### config.mk
export PLATFORM = sky130hd
export DESIGN_NAME = sd_blk_xfer
export DESIGN_NICKNAME = d
export VERILOG_FILES = /design/src/rtl/sd_xfer_pkg.sv /design/src/rtl/sd_xfer_port.sv /design/src/rtl/sd_xfer_limit.sv /design/src/rtl/sd_xfer_tok.sv /design/src/rtl/sd_xfer_ctrl.sv /design/src/rtl/sd_blk_xfer.sv
export SDC_FILE = /design/constraint.sdc
export NUM_CORES = 1
export LEC_CHECK = 0
export BUFFER_PORTS_ARGS = -buffer_cell sky130_fd_sc_hd__buf_4
export CORE_MARGIN = 2
export CORE_UTILIZATION = 50
export CTS_CLUSTER_DIAMETER = 30
export CTS_CLUSTER_SIZE = 40
export DETAILED_ROUTE_END_ITERATION = 12
export GPL_ROUTABILITY_DRIVEN = 1
export PLACE_DENSITY = 0.74
export SYNTH_ARGS = -nofsm -noshare
export SYNTH_HDL_FRONTEND = slang
export SYNTH_SLANG_ARGS = --single-unit
### constraint.sdc
create_clock -name clk_i -period 7.3 [get_ports clk_i]
set_input_delay 1.095 -clock clk_i [delete_from_list [all_inputs] [get_ports clk_i]]
set_output_delay 1.095 -clock clk_i [all_outputs]
set_load 0.005 [all_outputs]
### src/rtl/sd_xfer_pkg.sv
package sd_xfer_pkg;
  typedef enum logic [3:0] {
    ST_IDLE, ST_HUNT, ST_RD_DATA, ST_RD_CRC,
    ST_WR_TOK, ST_WR_DATA, ST_WR_CRC, ST_WR_RESP, ST_WR_BUSY, ST_TAIL
  } xfer_st_e;

  typedef enum logic [2:0] {
    E_NONE    = 3'd0,
    E_HUNT_TO = 3'd1,
    E_CRC_REJ = 3'd2,
    E_WR_FAIL = 3'd3,
    E_BAD_TOK = 3'd4,
    E_BUSY_TO = 3'd5
  } xfer_err_e;

  typedef enum logic [1:0] {TK_ACCEPT, TK_CRC, TK_WRERR, TK_OTHER} tok_cls_e;

  localparam logic [7:0] START_TOK = 8'hFE;
  localparam logic [7:0] FILL_BYTE = 8'hFF;
  localparam logic [7:0] RESP_MASK = 8'h1F;
  localparam logic [7:0] RESP_OK   = 8'h05;
  localparam logic [7:0] RESP_CRC  = 8'h0B;
  localparam logic [7:0] RESP_WERR = 8'h0D;
endpackage

### src/rtl/sd_xfer_port.sv
module sd_xfer_port (
  input  logic       clk_i,
  input  logic       rst_ni,
  input  logic       issue_i,
  input  logic [7:0] issue_byte_i,
  input  logic       ack_i,
  output logic       req_o,
  output logic [7:0] tx_o,
  output logic       pending_o,
  output logic       done_o
);
  logic       req_q;
  logic [7:0] tx_q;

  always_ff @(posedge clk_i or negedge rst_ni) begin
    if (!rst_ni) begin
      req_q <= 1'b0;
      tx_q  <= 8'hFF;
    end else if (req_q && ack_i) begin
      req_q <= 1'b0;
    end else if (issue_i && !req_q) begin
      req_q <= 1'b1;
      tx_q  <= issue_byte_i;
    end
  end

  assign req_o     = req_q;
  assign tx_o      = tx_q;
  assign pending_o = req_q;
  assign done_o    = req_q && ack_i;
endmodule

### src/rtl/sd_xfer_limit.sv
module sd_xfer_limit #(
  parameter int LIMIT = 64
) (
  input  logic clk_i,
  input  logic rst_ni,
  input  logic clr_i,
  input  logic inc_i,
  output logic hit_o
);
  localparam int W = (LIMIT > 1) ? $clog2(LIMIT) : 1;
  localparam logic [W-1:0] LAST = W'(LIMIT - 1);

  logic [W-1:0] cnt_q;

  always_ff @(posedge clk_i or negedge rst_ni) begin
    if (!rst_ni)                 cnt_q <= '0;
    else if (clr_i)              cnt_q <= '0;
    else if (inc_i && !hit_o)    cnt_q <= cnt_q + W'(1);
  end

  // high while the exchange in flight is the last one allowed
  assign hit_o = (cnt_q == LAST);
endmodule

### src/rtl/sd_xfer_tok.sv
module sd_xfer_tok
  import sd_xfer_pkg::*;
(
  input  logic [7:0] rx_i,
  output tok_cls_e   cls_o
);
  logic [7:0] masked;
  assign masked = rx_i & RESP_MASK;

  always_comb begin
    unique case (masked)
      RESP_OK:   cls_o = TK_ACCEPT;
      RESP_CRC:  cls_o = TK_CRC;
      RESP_WERR: cls_o = TK_WRERR;
      default:   cls_o = TK_OTHER;
    endcase
  end
endmodule

### src/rtl/sd_xfer_ctrl.sv
module sd_xfer_ctrl
  import sd_xfer_pkg::*;
#(
  parameter int LEN_W = 10
) (
  input  logic             clk_i,
  input  logic             rst_ni,
  input  logic             start_i,
  input  logic             write_i,
  input  logic [LEN_W-1:0] len_i,
  input  logic             xdone_i,
  input  logic             pending_i,
  input  logic [7:0]       rx_i,
  input  tok_cls_e         tok_i,
  input  logic             hunt_hit_i,
  input  logic             busy_hit_i,
  output logic             issue_o,
  output logic [7:0]       issue_byte_o,
  output logic             cnt_clr_o,
  output logic             hunt_inc_o,
  output logic             busy_inc_o,
  output logic             cs_no,
  output logic             busy_o,
  output logic             done_o,
  output logic [2:0]       err_code_o,
  output logic             rd_valid_o,
  output logic [7:0]       rd_data_o,
  input  logic             rd_ready_i,
  input  logic             wr_valid_i,
  input  logic [7:0]       wr_data_i,
  output logic             wr_ready_o
);
  xfer_st_e         state_q;
  logic [LEN_W-1:0] len_q, cnt_q;
  logic             crc_q;
  logic             rdv_q;
  logic [7:0]       rdd_q;
  xfer_err_e        err_q;
  logic             done_q;
  logic             last_pay;

  assign last_pay = (cnt_q == len_q - LEN_W'(1));

  always_comb begin
    issue_o      = 1'b0;
    issue_byte_o = FILL_BYTE;
    wr_ready_o   = 1'b0;
    unique case (state_q)
      ST_HUNT, ST_RD_DATA, ST_RD_CRC, ST_TAIL: issue_o = !pending_i && !rdv_q;
      ST_WR_TOK: begin
        issue_o      = !pending_i;
        issue_byte_o = START_TOK;
      end
      ST_WR_DATA: begin
        wr_ready_o   = !pending_i;
        issue_o      = wr_valid_i && !pending_i;
        issue_byte_o = wr_data_i;
      end
      ST_WR_CRC, ST_WR_RESP, ST_WR_BUSY: issue_o = !pending_i;
      default: ;
    endcase
  end

  assign cnt_clr_o  = (state_q == ST_IDLE) && start_i;
  assign hunt_inc_o = xdone_i && (state_q == ST_HUNT) && (rx_i != START_TOK);
  assign busy_inc_o = xdone_i && (state_q == ST_WR_BUSY) && (rx_i == 8'h00);

  always_ff @(posedge clk_i or negedge rst_ni) begin
    if (!rst_ni) begin
      state_q <= ST_IDLE;
      len_q   <= '0;
      cnt_q   <= '0;
      crc_q   <= 1'b0;
      rdv_q   <= 1'b0;
      rdd_q   <= 8'h00;
      err_q   <= E_NONE;
      done_q  <= 1'b0;
    end else begin
      done_q <= 1'b0;
      if (rdv_q && rd_ready_i) rdv_q <= 1'b0;
      unique case (state_q)
        ST_IDLE: if (start_i) begin
          len_q   <= (len_i == '0) ? LEN_W'(1) : len_i;
          cnt_q   <= '0;
          crc_q   <= 1'b0;
          err_q   <= E_NONE;
          state_q <= write_i ? ST_WR_TOK : ST_HUNT;
        end
        ST_HUNT: if (xdone_i) begin
          // token wins over limit on the same byte
          if (rx_i == START_TOK) state_q <= ST_RD_DATA;
          else if (hunt_hit_i) begin
            err_q   <= E_HUNT_TO;
            state_q <= ST_TAIL;
          end
        end
        ST_RD_DATA: if (xdone_i) begin
          rdd_q <= rx_i;
          rdv_q <= 1'b1;
          if (last_pay) state_q <= ST_RD_CRC;
          else          cnt_q   <= cnt_q + LEN_W'(1);
        end
        ST_RD_CRC: if (xdone_i) begin
          crc_q <= 1'b1;
          if (crc_q) state_q <= ST_TAIL;
        end
        ST_WR_TOK: if (xdone_i) state_q <= ST_WR_DATA;
        ST_WR_DATA: if (xdone_i) begin
          if (last_pay) state_q <= ST_WR_CRC;
          else          cnt_q   <= cnt_q + LEN_W'(1);
        end
        ST_WR_CRC: if (xdone_i) begin
          crc_q <= 1'b1;
          if (crc_q) state_q <= ST_WR_RESP;
        end
        ST_WR_RESP: if (xdone_i) begin
          unique case (tok_i)
            TK_ACCEPT: state_q <= ST_WR_BUSY;
            TK_CRC:   begin err_q <= E_CRC_REJ; state_q <= ST_TAIL; end
            TK_WRERR: begin err_q <= E_WR_FAIL; state_q <= ST_TAIL; end
            default:  begin err_q <= E_BAD_TOK; state_q <= ST_TAIL; end
          endcase
        end
        ST_WR_BUSY: if (xdone_i) begin
          // ready wins over limit on the same byte
          if (rx_i != 8'h00) state_q <= ST_TAIL;
          else if (busy_hit_i) begin
            err_q   <= E_BUSY_TO;
            state_q <= ST_TAIL;
          end
        end
        ST_TAIL: if (xdone_i) begin
          done_q  <= 1'b1;
          state_q <= ST_IDLE;
        end
        default: state_q <= ST_IDLE;
      endcase
    end
  end

  assign cs_no      = (state_q == ST_IDLE) || (state_q == ST_TAIL);
  assign busy_o     = (state_q != ST_IDLE);
  assign done_o     = done_q;
  assign err_code_o = err_q;
  assign rd_valid_o = rdv_q;
  assign rd_data_o  = rdd_q;
endmodule

### src/rtl/sd_blk_xfer.sv
module sd_blk_xfer
  import sd_xfer_pkg::*;
#(
  parameter int MAX_LEN  = 512,
  parameter int HUNT_MAX = 64,
  parameter int BUSY_MAX = 4096,
  localparam int LEN_W   = $clog2(MAX_LEN + 1)
) (
  input  logic             clk_i,
  input  logic             rst_ni,
  input  logic             start_i,
  input  logic             write_i,
  input  logic [LEN_W-1:0] len_i,
  output logic             busy_o,
  output logic             done_o,
  output logic             err_o,
  output logic [2:0]       err_code_o,
  output logic             cs_no,
  output logic             xchg_req_o,
  output logic [7:0]       xchg_tx_o,
  input  logic             xchg_ack_i,
  input  logic [7:0]       xchg_rx_i,
  output logic             rd_valid_o,
  output logic [7:0]       rd_data_o,
  input  logic             rd_ready_i,
  input  logic             wr_valid_i,
  input  logic [7:0]       wr_data_i,
  output logic             wr_ready_o
);
  logic       issue, pending, xdone;
  logic [7:0] issue_byte;
  logic       cnt_clr, hunt_inc, busy_inc, hunt_hit, busy_hit;
  tok_cls_e   tok;

  sd_xfer_port u_port (
    .clk_i, .rst_ni,
    .issue_i(issue), .issue_byte_i(issue_byte), .ack_i(xchg_ack_i),
    .req_o(xchg_req_o), .tx_o(xchg_tx_o), .pending_o(pending), .done_o(xdone)
  );

  sd_xfer_limit #(.LIMIT(HUNT_MAX)) u_hunt_lim (
    .clk_i, .rst_ni, .clr_i(cnt_clr), .inc_i(hunt_inc), .hit_o(hunt_hit)
  );

  sd_xfer_limit #(.LIMIT(BUSY_MAX)) u_busy_lim (
    .clk_i, .rst_ni, .clr_i(cnt_clr), .inc_i(busy_inc), .hit_o(busy_hit)
  );

  sd_xfer_tok u_tok (.rx_i(xchg_rx_i), .cls_o(tok));

  sd_xfer_ctrl #(.LEN_W(LEN_W)) u_ctrl (
    .clk_i, .rst_ni,
    .start_i, .write_i, .len_i,
    .xdone_i(xdone), .pending_i(pending), .rx_i(xchg_rx_i), .tok_i(tok),
    .hunt_hit_i(hunt_hit), .busy_hit_i(busy_hit),
    .issue_o(issue), .issue_byte_o(issue_byte),
    .cnt_clr_o(cnt_clr), .hunt_inc_o(hunt_inc), .busy_inc_o(busy_inc),
    .cs_no, .busy_o, .done_o, .err_code_o,
    .rd_valid_o, .rd_data_o, .rd_ready_i,
    .wr_valid_i, .wr_data_i, .wr_ready_o
  );

  assign err_o = (err_code_o != 3'd0);
endmodule

==> impl_metrics.toml, run 1 <==
[power]
p_leak_uw = 0.002122
power_density_nw_per_um2 = 314.9
irDropWorstVdd_mv = 0.1264

[place]
dpl.hpwl_um = 5658
io_buffers = 58
pre_cts_ws_ps = 4156
gp_congestion = 0.8600
placed_area_sq_um = 4255
dp.cells = 556

[clock_network]
cts_buffers = 9
clock_latency_ps = 340
cts_tree = "built"
cts_hold_buffers = 0
path_clk_slew_ps = 70
root_buffer = "clkbuf_8"
cts_setup_buffers = 0
cts_resized = 0
htreeDepth = 3
clkSinkCount = 65
clockBufferDepth = 2

[global_route]
met2_usage_pct = 33.64
top_usage_layer = "met2"
grt_pass1_vias = 3125
grt_max_degree = 66
use_met1_pct = 27.59
use_met3_pct = 3.817
gr-usage-all-layers_pct = 20.97
antenna_found_initial = 0
overflow = 0
grt_pass1_wl_um = 14160

[finish]
drive_above_1_share_pct = 22.20
stdcell_area_sq_um = 4419
antennaDiodeCount = 0
instances_no_fill = 572
area_growth_pct = 16.34
num-nets-final = 507

[setup_path]
critical_path.endpoint_type = "primary output"
path_max_fanout = 25
reg2reg_to = "u_hunt_lim.cnt_q[5]"
start_kind = "flop"
r2r_slack_ps = 4630
worstReg2RegStart = "u_ctrl.state_q[0]"
crit_start = "u_ctrl.state_q[0]"
crit_arrival_ps = 1960
path_class = "reg -> out"
crit_required_ps = 6200
worstRegToRegCells = 7

[floorplan]
row_count = 31
die_w_um = 91.16
start_util_pct = 52.09
core_area_sq_um = 7292
dieArea_sq_um = 8310
io_pins = 59
chipHeight_um = 91.16

[sta]
period_needed_ps = 3052
worst_slack_ps = 4248
fin_setup_tns_ps = 0
fmax_mhz = 327.6
drv_slew = 0
hold_viol = 0
skew_ps = 10.05
worst_pin_slew_ps = 818.8
slew_headroom_pct = 45.42
rsz0062_at_grt = "no"
setup_viol = 0
min_period_over_period_pct = 41.81

[run_status]
outcome = "completed"

[yosys]
synth-simple-area-share_pct = 27.34
avgSynthCellArea_sq_um = 9.066
yosys_warnings = 0
synth_most_common_cell = "nand2_1"
yosys.area.top_type_share_pct = 37.55
ys_seq_elements = 65
synth_top_family_by_area = "simple AND/OR/NAND/NOR gates"
synthAdderAreaFrac_pct = 1.976
ys_top_cells_by_area = "dfrtp_1 (38%), nand2_1 (5.7%), dfstp_2 (5.5%)"
ys_types = 65
synth_mux_area_share_pct = 5.599
synth_top_flop_cell = "dfrtp_1"
synth_cells = 419
synth-compound-area-share_pct = 11.59
synth_top_cell_by_area = "dfrtp_1"
synth_area_sq_um = 3799
synthXorXnorAreaFrac_pct = 6.225
synth-edff-count = 0
synthTopCellsByCount = "nand2_1 (58), dfrtp_1 (57), nor2_1 (44), o21ai_0 (28), xor2_1 (20)"
synthArstFlopShare_pct = 100.0
ys_seq_area_share_pct = 43.08
synthesis.nets = 458

[drt]
num_vias = 3175
route.detailed.drc = 0
vias_per_cell = 5.551
drt_iter0_markers = 170
wire_per_inst_um = 14.28
drt_wl_total_um = 8167
dr.pass1.iters = 4
postRouteAntennaNets = 0

[worst_hold_path]
hold_end = "u_port.tx_o[6]"
hold_path_startpoint = "u_port.tx_o[6]"
hold_class = "reg -> reg"
hold_depth = 2

[flow_run]
max_cap_viol_count = 0
==> worst max-delay path by stage <==
stage	endpoint	slack, ps
finish	wr_ready_o	4250
global route	wr_ready_o	3990
CTS	wr_ready_o	4210
detailed placement	u_ctrl.err_code_o[2]	4160
global placement	u_ctrl.err_code_o[0]	4360
floorplan	u_ctrl.err_code_o[0]	4580
==> kinds of logic after synthesis <==
logic type	after synthesis
fa+ha+maj	6
xor+xnor	27
flops	65
simple gates	199
buf+inv	34
mux	20
compound gates	68
==> report_power, final <==
group	switching [uW]	internal, uW
sequential	129	473
combinational	267	262
clock	140	121
total	535	856
==> cells in the final DEF, fill, tap and decap left out, drive strengths merged, types with 2 or more instances in the layout <==
| cell | count |
|---|---|
| nor2b | 4 |
| xnor2 | 7 |
| nor4 | 5 |
| nand2b | 9 |
| or2 | 2 |
| dfrtp | 57 |
| dfstp | 8 |
| nor3b | 3 |
| and2 | 5 |
| xor2 | 20 |
| inv | 13 |
| ha | 6 |
| nand2 | 60 |
| a21o | 2 |
| clkbuf | 10 |
| a21oi | 13 |
| mux2 | 10 |
| nor4b | 2 |
| clkinv | 5 |
| buf | 59 |
| nor3 | 9 |
| or4 | 2 |
| mux2i | 10 |
| o22ai | 3 |
| nand3 | 16 |
| nand3b | 5 |
| nand4 | 11 |
| and3 | 12 |
| a211oi | 5 |
| o21ai | 30 |
| and4 | 2 |
| nor2 | 44 |
| a41oi | 2 |
| a31oi | 2 |
| or3 | 4 |
==> area by class of cell <==
| cell class | instances | area (sq um) |
|---|---|---|
| fillers | 676 | 2873 |
| multi-input cells | 320 | 2003 |
| repair buffers | 59 | 442.9 |
| clock buffers | 10 | 127.6 |
| flip-flops and latches | 65 | 1637 |
| well taps | 99 | 123.9 |
| clock inverters | 6 | 36.28 |
| inverters | 13 | 48.80 |
==> worst max-delay path, cell delays in order (launching register included) <==
cell	delay (ps)
dfrtp_1	800
nand2b_1	220
nand2b_1	320
nor2_1	150
buf_4	120
==> metal layers <==
layer,vias up,share of wire [%]
met3,11,3.7
met4,0,1.8
met1,1532,47
met2,70,48
met5,-,0
li1,1562,-
==> per-stage QoR <==
step,power [uW],util [%],hold WS (ps)
2_1_floorplan,960.9,-,465.2
4_1_cts,1402,60.60,483.9
5_1_grt,1506,60.60,499.5
3_5_place_dp,1137,58.36,473.9
6_report,1392,60.60,478.4
3_3_place_gp,1120,58.36,465.1
==> flip-flops by register name (all words and copies together), names as in the netlist, 3 cells and up <==
name               count
u_port.tx_o            8
u_hunt_lim.cnt_q       6
u_ctrl.len_q          10
u_ctrl.err_code_o      3
u_ctrl.state_q         4
u_ctrl.cnt_q          10
u_busy_lim.cnt_q      12
u_ctrl.rd_data_o       8
(Power assumes the default switching activity.)
==> inputs of run 2 (changes only) <==
clock period = 3.2 ns   (was 7.3 ns; I/O delays follow)
==> run 2 against run 1 <==
Net effect: final cell count up 0.70%; first-iteration DRC count grew 26%; flip-flop and latch count unchanged; clock power rose to 2.6 times the previous value; count of clock-buffer cells in the layout rose by 1; total power up 140%; worst hold slack worse by 250 ps; wire length fell by 3.1%; via count is 1.8% lower; critical path depth rose by 5; cell area increased by 1.4%; register-to-register slack got worse by 4100 ps.
==> impl_metrics.toml, run 2 (synthesis gave the netlist of run 1 again) <==
[run_status]
outcome = "completed"

[floorplan]
dieArea_sq_um = 8310
start_util_pct = 52.09
row_count = 31
die_w_um = 91.16
io_pins = 59
chipHeight_um = 91.16
core_area_sq_um = 7292

[global_route]
overflow = 0
gr-usage-all-layers_pct = 20.27
grt_max_degree = 66
antenna_found_initial = 0
grt_pass1_vias = 3021
grt_pass1_wl_um = 13800

[sta]
skew_ps = 6.565
slew_headroom_pct = 46.03
fmax_mhz = 379.2
setup_viol = 0
rsz0062_at_grt = "no"
hold_viol = 0
drv_slew = 0
min_period_over_period_pct = 82.41
worst_pin_slew_ps = 809.6
period_needed_ps = 2637
fin_setup_tns_ps = 0

[finish]
drive_above_1_share_pct = 22.85
num-nets-final = 511
mostFrequentLayoutCell = "buf_4"
stdcell_area_sq_um = 4482
largest_reg_flops = 12
area_growth_pct = 17.98
final_util_pct = 61.46
antennaDiodeCount = 0
largestRegisters = "u_busy_lim.cnt_q (12), u_ctrl.cnt_q (10), u_ctrl.len_q (10)"
final_cell_mix = "buf_4 (63), nand2_1 (58), dfrtp_1 (57)"
largest_register = "u_busy_lim.cnt_q"

[clock_network]
htreeDepth = 3
clock_latency_ps = 340
cts_hold_buffers = 0
path_clk_slew_ps = 70
cts_resized = 0
cts_tree = "built"
clockBufferDepth = 2
cts_buffers = 9
cts_setup_buffers = 0
clkSinkCount = 65
root_buffer = "clkbuf_8"

[setup_path]
crit_required_ps = 3440
start_kind = "flop"
worstRegToRegCells = 9
max_stage_delay_ps = 510
crit_arrival_ps = 2870
reg2reg_to = "u_ctrl.cnt_q[1]"
r2r_slack_ps = 560
worstReg2RegStart = "u_ctrl.len_q[0]"
path_max_fanout = 8
cp_cell_sequence = "inv_1 -> ha_1 -> nor2b_1 -> nand2_1 -> or4_4 -> a211oi_4 -> nand2_2 -> and3_1 -> a31o_1"
critical_path.endpoint_type = "flop"
path_class = "reg -> reg"
cpMaxStageDelayCell = "or4_4"

[power]
p_leak_uw = 0.002151
power_density_nw_per_um2 = 735.0
p_total_uw = 3294
irDropWorstVdd_mv = 0.3213

[drt]
wl_met2_um = 3931
wire_per_inst_um = 13.74
dr.pass1.iters = 4
dr_wl_met3_um = 393
postRouteAntennaNets = 0
vias_per_cell = 5.411
top_layer = "met4"
wirelength_met1_um = 3522
drt_wl_total_um = 7915
route.detailed.drc = 0
num_vias = 3117
drt_iter0_markers = 214

[worst_hold_path]
hold_class = "in -> async"

[place]
dpl.hpwl_um = 5726
gp_congestion = 0.9190
io_buffers = 58
placed_area_sq_um = 4285

[flow_run]
max_cap_viol_count = 0
[run 2: worst max path at each step]
stage	start	to	slack (ps)	depth (start not counted)
floorplan	u_ctrl.len_q[0]	u_ctrl.cnt_q[1]	860	9
global placement	u_ctrl.state_q[2]	u_busy_lim.cnt_q[8]	710	7
global route	u_ctrl.state_q[2]	u_busy_lim.cnt_q[6]	310	7
CTS	u_ctrl.len_q[0]	u_ctrl.cnt_q[1]	580	9
finish	u_ctrl.len_q[0]	u_ctrl.cnt_q[1]	560	9
detailed placement	u_ctrl.len_q[0]	u_ctrl.cnt_q[1]	610	9
[run 2: critical path: cells and delay by family, from the launching register on]
family / cells / cell delay [ps]
AOI/OAI and AO/OA: 2 / 490
DFF: 1 / 410
and+or+nand+nor: 5 / 1350
adders and majority gates: 1 / 200
buffers and inverters: 1 / 80
[run 2: through the flow]
stage               setup slack [ps]  hold slack (ps)  cells
floorplan                      861.8            184.4    419
CTS                            577.1            265.1    576
finish                         562.9            232.5    576
global route                   313.7            302.0    576
detailed placement             613.3            472.8    560
global placement               711.6            465.0    560
[run 2: final cells by class]
class                           instances  area, sq um
Multi-Input combinational cell        320         2003
Sequential cell                        65         1637
Tap cell                               99        123.9
Clock inverter                          5        55.05
Fill cell                             675         2810
Timing Repair Buffer                   63        473.0
Clock buffer                           11        141.4
Inverter                               13        48.80
[run 2: power breakdown]
group | switching (uW) | internal, uW | total (uW)
registers | 238 | 1080 | 1320
clock network | 310 | 378 | 688
logic | 667 | 619 | 1290
total | 1220 | 2080 | 3290
[run 2: routing by layer]
layer  global-route usage, %  vias to the layer above
met3                   5.726                        7
li1                        -                     1563
met1                   26.71                     1484
met4                   5.051                        0
met5                       0                        -
met2                   33.09                       63
==> inputs of run 3 (changes only) <==
PLACE_DENSITY = 0.76   (was 0.74)
clock period = 2.2 ns   (was 3.2 ns; I/O delays follow)
==> run 3 against run 2 <==
Net effect: the run now ends with setup timing left; count of clock-buffer cells in the layout grew 1; fmax grew 16%; flip-flop and latch count is the same; worst hold slack lost 150 ps; die area is the same; final cell count grew 7.1%.
==> impl_metrics.toml, run 3 (synthesis gave the netlist of run 1 again) <==
[run_status]
outcome = "finished with violations"
violations = "setup timing"

[place]
pre_cts_ws_ps = -91.41
gp_congestion = 0.8882
io_buffers = 58
dpl.hpwl_um = 6433

[drt]
route.detailed.drc = 0
drt_iter0_markers = 205
wire_per_inst_um = 13.99
postRouteAntennaNets = 0
vias_per_cell = 5.382
drt_wl_total_um = 8631
dr.pass1.iters = 4
num_vias = 3321

[sta]
min_period_over_period_pct = 103.3
fmax_mhz = 439.9
setup_viol = 5
period_needed_ps = 2273
rsz0062_at_grt = "yes"
worst_slack_ps = -73.38
hold-worst-slack_ps = 82.58
drv_slew = 0
slew_headroom_pct = 46.20
skew_ps = 7.912
worst_pin_slew_ps = 807.0
hold_viol = 0

[clock_network]
cts_buffers = 9
clockBufferDepth = 2
path_clk_slew_ps = 70
root_buffer = "clkbuf_8"
cts_tree = "built"
htreeDepth = 3
clock_latency_ps = 340
cts_hold_buffers = 0
clkSinkCount = 65

[power]
p_total_uw = 5263
p_leak_uw = 0.002364
power_density_nw_per_um2 = 1083
switchingPower_uw = 1951
irDropWorstVdd_mv = 0.4262
p_sw_share_pct = 37.08
p_int_uw = 3311
clkPwrFrac_pct = 16.6
seq_power_share_pct = 36.1
pwr-share-comb_pct = 47.3

[global_route]
grt_pass1_wl_um = 15150
grt_max_degree = 66
antenna_found_initial = 0
gr-usage-all-layers_pct = 22.19
overflow = 0
grt_pass1_vias = 3317

[finish]
num-nets-final = 552
mostFrequentLayoutCell = "buf_4"
final_cell_mix = "buf_4 (102), nand2_1 (57), dfrtp_1 (55)"
largestRegisters = "u_busy_lim.cnt_q (12), u_ctrl.cnt_q (10), u_ctrl.len_q (10)"
antennaDiodeCount = 0
largest_register = "u_busy_lim.cnt_q"
drive_above_1_share_pct = 32.05
area_growth_pct = 27.93
largest_reg_flops = 12
fillers = 609

[floorplan]
core_area_sq_um = 7292
start_util_pct = 52.09
die_w_um = 91.16
dieArea_sq_um = 8310
io_pins = 59
row_count = 31
chipHeight_um = 91.16

[setup_path]
crit_arrival_ps = 2510
crit_required_ps = 2430
critical_path.endpoint_type = "flop"
start_kind = "flop"
path_max_fanout = 8
path_class = "reg -> reg"

[flow_run]
max_cap_viol_count = 0

[worst_hold_path]
hold_class = "in -> async"
==> run 3: cell types whose count changed in the layout (fill, tap and decap cells not counted), sizes merged <==
| cell | before | now |
|---|---|---|
| clkinvlp | 2 | 0 |
| bufinv | 1 | 0 |
| clkinv | 2 | 4 |
| buf | 63 | 104 |
| clkbuf | 11 | 12 |
==> run 3: path summary, 6_finish.rpt <==
check,from,to,slack (ps),depth (start not counted)
setup / recovery,u_ctrl.len_q[0],u_ctrl.cnt_q[1],-70,9
max in group asynchronous,rst_ni,u_ctrl.state_q[3],1540,1
hold reg to reg,u_port.tx_o[4],u_port.tx_o[4],480,2
setup reg to reg,u_ctrl.len_q[0],u_ctrl.cnt_q[1],-70,9
min in group clk_i,rd_ready_i,u_ctrl.rd_valid_o,160,2
hold / removal,rst_ni,u_busy_lim.cnt_q[6],80,1
==> run 3: power by group through the flow <==
| stage | Clock (uW) | Sequential (uW) | Combinational (uW) |
|---|---|---|---|
| 2_1_floorplan | 0 | 1830 | 1370 |
| 3_3_place_gp | 0 | 1890 | 2290 |
| 3_5_place_dp | 0 | 1900 | 2370 |
| 4_1_cts | 894 | 1890 | 2440 |
| 5_1_grt | 951 | 1940 | 2770 |
| 6_report | 875 | 1900 | 2490 |
==> run 3: layout make-up <==
type                       count  area (sq um)  share of cell area, %
multi-input combinational    320          2086                  42.92
sequential                    65          1639                  33.73
timing repair buffer         104         797.0                  16.40
clock buffer                  12         145.1                  2.987
tap                           99         123.9                  2.549
inverter                      13         48.80                  1.004
clock inverter                 4         20.02                 0.4119
==> run 3: per-layer routing <==
layer	share of wire [%]	routed length (um)	vias to the layer above	global-route usage, %
met3	5.0	431	9	5.145
li1	-	-	1646	-
met4	0.98	85	0	5.177
met5	0	0	-	0
met1	46	3971	1593	29.75
met2	48	4143	73	36.67
==> run 3: what timing repair did <==
action	CTS	global route
hold endpoints to repair	0	0
resized for setup	10	10
endpoints found under the setup margin	14	27
pin swaps	6	3
buffers inserted	0	1
==> run 3: through the flow <==
stage | utilization, % | std cells | setup TNS (ps) | cell area, sq um
6_report | 66.64 | 617 | -132.0 | 4860
2_1_floorplan | - | 419 | -65.21 | 3809
3_3_place_gp | 63.19 | 600 | -53.25 | 4608
4_1_cts | 65.96 | 616 | -96.11 | 4810
3_5_place_dp | 63.19 | 600 | -332.2 | 4608
5_1_grt | 66.64 | 617 | -1527 | 4860
==> run 3: worst max-delay path: stages (launching register included) <==
cell	delay [ps]
dfrtp_1	390
inv_2	80
ha_4	140
nor2b_4	160
nand2_2	70
or4_4	490
a211oi_4	350
nand2_4	130
and3_4	180
a31o_1	170
